**config.mk**
```make
export PLATFORM = sky130hd
export DESIGN_NAME = booth_mul
export DESIGN_NICKNAME = d
export VERILOG_FILES = /design/src/rtl/booth_mul_pkg.sv /design/src/rtl/booth_mul_ctrl.sv /design/src/rtl/booth_mul_dp.sv /design/src/rtl/booth_mul.sv
export SDC_FILE = /design/constraint.sdc
export NUM_CORES = 1
export LEC_CHECK = 0
export ABC_AREA = 1
export BUFFER_PORTS_ARGS = -buffer_cell sky130_fd_sc_hd__buf_4
export CAP_MARGIN = 20
export CORE_ASPECT_RATIO = 1.75
export CORE_MARGIN = 4
export CORE_UTILIZATION = 50
export CTS_BUF_LIST = sky130_fd_sc_hd__clkbuf_16
export DETAILED_ROUTE_END_ITERATION = 10
export PLACE_DENSITY_LB_ADDON = 0.1
export SYNTH_ARGS = -nofsm -noshare
export SYNTH_HDL_FRONTEND = slang
export SYNTH_SLANG_ARGS = --single-unit
```
**constraint.sdc**
```tcl
create_clock -name clk -period 1.9 [get_ports clk]
set_input_delay 0.095 -clock clk [delete_from_list [all_inputs] [get_ports clk]]
set_output_delay 0.095 -clock clk [all_outputs]
set_load 0.01 [all_outputs]
```
**src/rtl/booth_mul_pkg.sv**
```systemverilog
package booth_mul_pkg;

  // strobes from the sequencer to the datapath
  typedef struct packed {
    logic load;   // capture operands, clear accumulator and extra bit
    logic step;   // one recode-and-shift iteration
  } boothCtrl_t;

endpackage

```
**src/rtl/booth_mul_ctrl.sv**
```systemverilog
module booth_mul_ctrl
  import booth_mul_pkg::*;
#(
  parameter int N = 8
) (
  input  logic       clk,
  input  logic       rst,
  input  logic       start,
  output boothCtrl_t ctrl,
  output logic       busy,
  output logic       done
);

  localparam int CW = $clog2(N + 1);

  logic [CW-1:0] seqCnt;

  always_comb begin
    ctrl.load = start && !busy;
    ctrl.step = busy;
  end

  always_ff @(posedge clk) begin
    if (rst) begin
      busy   <= 1'b0;
      done   <= 1'b0;
      seqCnt <= '0;
    end else begin
      done <= 1'b0;
      if (ctrl.load) begin
        busy   <= 1'b1;
        seqCnt <= CW'(N);
      end else if (ctrl.step) begin
        seqCnt <= seqCnt - 1'b1;
        if (seqCnt == CW'(1)) begin
          busy <= 1'b0;
          done <= 1'b1;
        end
      end
    end
  end

endmodule

```
**src/rtl/booth_mul_dp.sv**
```systemverilog
module booth_mul_dp
  import booth_mul_pkg::*;
#(
  parameter int N = 8
) (
  input  logic           clk,
  input  logic           rst,
  input  boothCtrl_t     ctrl,
  input  logic [N-1:0]   multiplicand,
  input  logic [N-1:0]   multiplier,
  output logic [2*N-1:0] product
);

  // one guard bit keeps the most negative multiplicand representable
  localparam int AW = N + 1;

  logic [AW-1:0] accReg;
  logic [AW-1:0] mcandReg;
  logic [N-1:0]  mplrReg;
  logic          extraBit;
  logic [1:0]    pairBits;
  logic [AW-1:0] accNext;

  always_comb begin
    pairBits = {mplrReg[0], extraBit};
    unique case (pairBits)
      2'b10:   accNext = accReg - mcandReg;  // entering a run of ones
      2'b01:   accNext = accReg + mcandReg;  // leaving a run of ones
      default: accNext = accReg;             // inside a run
    endcase
  end

  always_ff @(posedge clk) begin
    if (rst) begin
      accReg   <= '0;
      mcandReg <= '0;
      mplrReg  <= '0;
      extraBit <= 1'b0;
    end else if (ctrl.load) begin
      accReg   <= '0;
      mcandReg <= {multiplicand[N-1], multiplicand};
      mplrReg  <= multiplier;
      extraBit <= 1'b0;
    end else if (ctrl.step) begin
      // arithmetic shift of {acc, mplr, extra}
      accReg   <= {accNext[AW-1], accNext[AW-1:1]};
      mplrReg  <= {accNext[0], mplrReg[N-1:1]};
      extraBit <= mplrReg[0];
    end
  end

  assign product = {accReg[N-1:0], mplrReg};

endmodule

```
**src/rtl/booth_mul.sv**
```systemverilog
module booth_mul
  import booth_mul_pkg::*;
#(
  parameter int N = 8
) (
  input  logic           clk,
  input  logic           rst,
  input  logic           start,
  input  logic [N-1:0]   multiplicand,
  input  logic [N-1:0]   multiplier,
  output logic [2*N-1:0] product,
  output logic           done
);

  boothCtrl_t ctrl;
  logic       busy;

  booth_mul_ctrl #(.N(N)) u_ctrl (
    .clk   (clk),
    .rst   (rst),
    .start (start),
    .ctrl  (ctrl),
    .busy  (busy),
    .done  (done)
  );

  booth_mul_dp #(.N(N)) u_dp (
    .clk          (clk),
    .rst          (rst),
    .ctrl         (ctrl),
    .multiplicand (multiplicand),
    .multiplier   (multiplier),
    .product      (product)
  );

endmodule

```
==> results_dict.tcl <==
set metrics [dict create \
    antenna_found_initial 0 \
    rrSetupSlack_ns -0.33 \
    violations "negative setup slack" \
    ctsHtreeMaxLevel 2 \
    synth_cells 282 \
    hold_viol_final 0 \
    min_period_over_period_pct 117 \
    worstHoldStart "rst" \
    setup.worst_path.class "flip-flop to flip-flop" \
    min_delay_path_depth 2 \
    drive_above_1_share_pct 41.2 \
    clockRootBuffer "clkbuf_16" \
    cts.sinks 31 \
    arrival_ns 2.43 \
    fin_nets 391 \
    fp.dieArea_um2 4880 \
    firstDrtPassIters 4 \
    cp_slowest_stage_delay_ns 0.34 \
    grt_pass1_wl_um 9430 \
    path_delay_family "simple AND/OR/NAND/NOR gates" \
    area_delta_synth_final_pct 53.4 \
    worst_pin_slew_ns 0.437 \
    cp.depth 17 \
    power_leakage_nw 1.41 \
    dieHeight_um 89.5 \
    crit_chain "inv_2 -> ha_4 -> inv_2 -> nor2_4 -> inv_2 -> o21ai_2 -> xnor2_1 -> ha_1 -> buf_6 -> nand2_1 -> nor2_2 -> nand2_1 -> nand2_1 -> nand2_1 -> nand3_1 -> nand2_1 -> a21oi_1" \
    cp-end-kind "flip-flop" \
    drt_iter0_drc 61 \
    crit_start "u_dp.mcandReg[0]" \
    synth_fp_nets 315 \
    insertion_delay_ns 0.27 \
    crit_path_end "u_dp.accReg[6]" \
    clk_pin_slew_ns 0.05 \
    critPathLaunchType "flip-flop" \
    antenna_cells 0 \
    hold_path.class "input pin to flip-flop" \
    overflow 0 \
    ys_types 30 \
    post_drt_wl_per_cell_um 15.7 \
    r2r_start "u_dp.mcandReg[0]" \
    maxSlewViolCount 0 \
    io_buffer_count 35 \
    gp_congestion 0.866 \
    cts_tree "yes" \
    setup_viol 7 \
    rsz0062_at_grt "yes" \
    vias_per_cell 5.36 \
    avgSynthCellArea_um2 6.73 \
    place_hpwl_um 3760 \
    cts_inserted_buffers 5 \
    fmax_ghz 0.449 \
    layout_setup_ws_ns -0.326 \
    period_minus_slack_ns 2.23 \
    maxCapViolations 0 \
    vdd_drop_max_mv 0.761 \
    cp.required_ns 2.10 \
    vias 2171 \
    start_util_pct 52.3 \
    dp_slack_ns -0.355 \
    synth-seq-area-share_pct 32.7 \
    critPathMaxFanout 4 \
    outcome "finished with violations" \
    ys_ff_latch 31 \
    r2r_cells 17 \
    cp_slowest_cell "ha_1" \
    route.detailed.drc 0 \
    syn_area_um2 1900 \
    fp.coreArea_um2 3630 \
    slew_headroom_pct 70.8 \
    grt_pass1_vias 2269 \
    die_w_um 54.6 \
    cp_common_cell "nand2_1" \
    whs_ns 0.0168 \
    rows 29 \
    wl_um 6370 \
    io_pins 36 \
    grt_usage_pct 26.4 \
    fin_skew_ns 0.00487 \
    critPathBufInv 4 \
    grt_max_degree 20 \
    clockBufferDepth 2 \
    powerDensity_nw_per_um2 796 \
    ys_warn_count 0 \
    worstReg2RegEnd "u_dp.accReg[6]" \
    antenna_left 0 \
]
-- flip-flops by register name, indices dropped and copies added (netlist names) --
register       count
u_ctrl.seqCnt      4
u_dp.accReg        8
u_dp.mplrReg       8
u_ctrl.busy        1
u_dp.extraBit      1
u_dp.mcandReg      8
u_ctrl.done        1
-- logic make-up after synthesis --
kind of cell             Yosys count  synth area share (%)
AND/OR/NAND/NOR                  123                  27.4
XOR/XNOR                           7                  3.23
buffers and inverters             54                  11.7
AO/OA/AOI/OAI                     53                  15.3
flip-flops                        31                  32.7
adder cells (fa/ha/maj)           14                  9.63
-- area by class of cell --
| type | count | area [um2] |
|---|---|---|
| Clock inverter | 3 | 12.5 |
| Sequential cell | 31 | 626 |
| Clock buffer | 5 | 125 |
| Multi-Input combinational cell | 197 | 1320 |
| Tap cell | 46 | 57.6 |
| Inverter | 47 | 184 |
| Fill cell | 256 | 719 |
| Timing Repair Buffer | 76 | 589 |
-- routing by layer --
metal	global-route usage, %	wire [um]
met5	0	0
met4	17.5	177
met3	5.68	290
met2	49.7	3650
met1	23.6	2250
-- layout by cell type, fill, tap and decap left out, drive strengths merged, types with 3 or more instances in the layout --
cell    netlist  final
a21oi        23     23
a31oi         3      3
buf           5     76
clkbuf        2      5
dfxtp        31     31
ha           13     13
inv          47     49
nand2        71     71
nand3        15     15
nor2         31     31
o211ai        3      3
o21ai        19     19
xor2          5      5
-- power breakdown --
| part | leakage [nW] | internal (W) | switching [W] |
|---|---|---|---|
| logic | 1.08 | 0.000392 | 0.000444 |
| clock network | 0.0762 | 0.000472 | 0.000276 |
| registers | 0.256 | 0.000694 | 0.0000369 |
| total | 1.41 | 0.00156 | 0.000756 |
-- worst min-delay path by stage --
stage	to	slack (ns)
6_report	u_dp.mplrReg[7]	0.02
3_3_place_gp	u_ctrl.busy	0.30
2_1_floorplan	u_ctrl.busy	0.16
5_1_grt	u_ctrl.busy	0.02
4_1_cts	u_dp.mplrReg[7]	0.02
3_5_place_dp	u_dp.mplrReg[7]	0.30
-- cell usage after synthesis --
| cell | instances | area, um2 |
|---|---|---|
| o21a_1 | 1 | 7.51 |
| dfxtp_1 | 31 | 621 |
| fa_1 | 1 | 20.0 |
| clkbuf_1 | 2 | 7.51 |
| nor3_1 | 2 | 10.0 |
| a21oi_1 | 23 | 115 |
| nand4_1 | 2 | 12.5 |
| nand2_2 | 3 | 18.8 |
| xnor2_1 | 2 | 17.5 |
| o211ai_1 | 3 | 22.5 |
| o21ai_0 | 19 | 95.1 |
| nand3_1 | 14 | 70.1 |
| nor2_4 | 1 | 11.3 |
| nor2_1 | 28 | 105 |
| or2_2 | 1 | 6.26 |
| xor2_1 | 5 | 43.8 |
| o221ai_1 | 1 | 8.76 |
| a221oi_1 | 1 | 8.76 |
| a31oi_1 | 3 | 18.8 |
| o22ai_1 | 1 | 6.26 |
| nor2_2 | 2 | 12.5 |
| and2_4 | 1 | 8.76 |
| nand2_1 | 68 | 255 |
| buf_2 | 3 | 15.0 |
| buf_6 | 2 | 22.5 |
| a21o_1 | 1 | 7.51 |
| ha_1 | 13 | 163 |
| nand3_2 | 1 | 10.0 |
| inv_1 | 45 | 169 |
| inv_2 | 2 | 7.51 |
-- metrics by stage --
step | total power, W | instance area [um2] | TNS, ns | util, % | cells
after global routing | 0.00240 | 2910 | -2.31 | 80.2 | 405
after floorplan | 0.00109 | 1920 | -0.242 | - | 282
after detailed placement | 0.00132 | 2390 | -1.46 | 65.8 | 382
final | 0.00231 | 2910 | -1.55 | 80.2 | 405
after global placement | 0.00131 | 2390 | -1.20 | 65.8 | 382
after CTS | 0.00219 | 2800 | -0.927 | 77.1 | 404
-- what timing repair did --
| item | CTS | global route |
|---|---|---|
| setup endpoints to repair | 8 | 8 |
| buffers inserted | 14 | 2 |
| endpoints found under the hold margin | 0 | 0 |
| cloned | 0 | 0 |
| gates resized for setup | 44 | 27 |
| hold buffers | 0 | 0 |
| pin swaps | 23 | 24 |
Note: power is estimated with default switching activity, not from simulation.
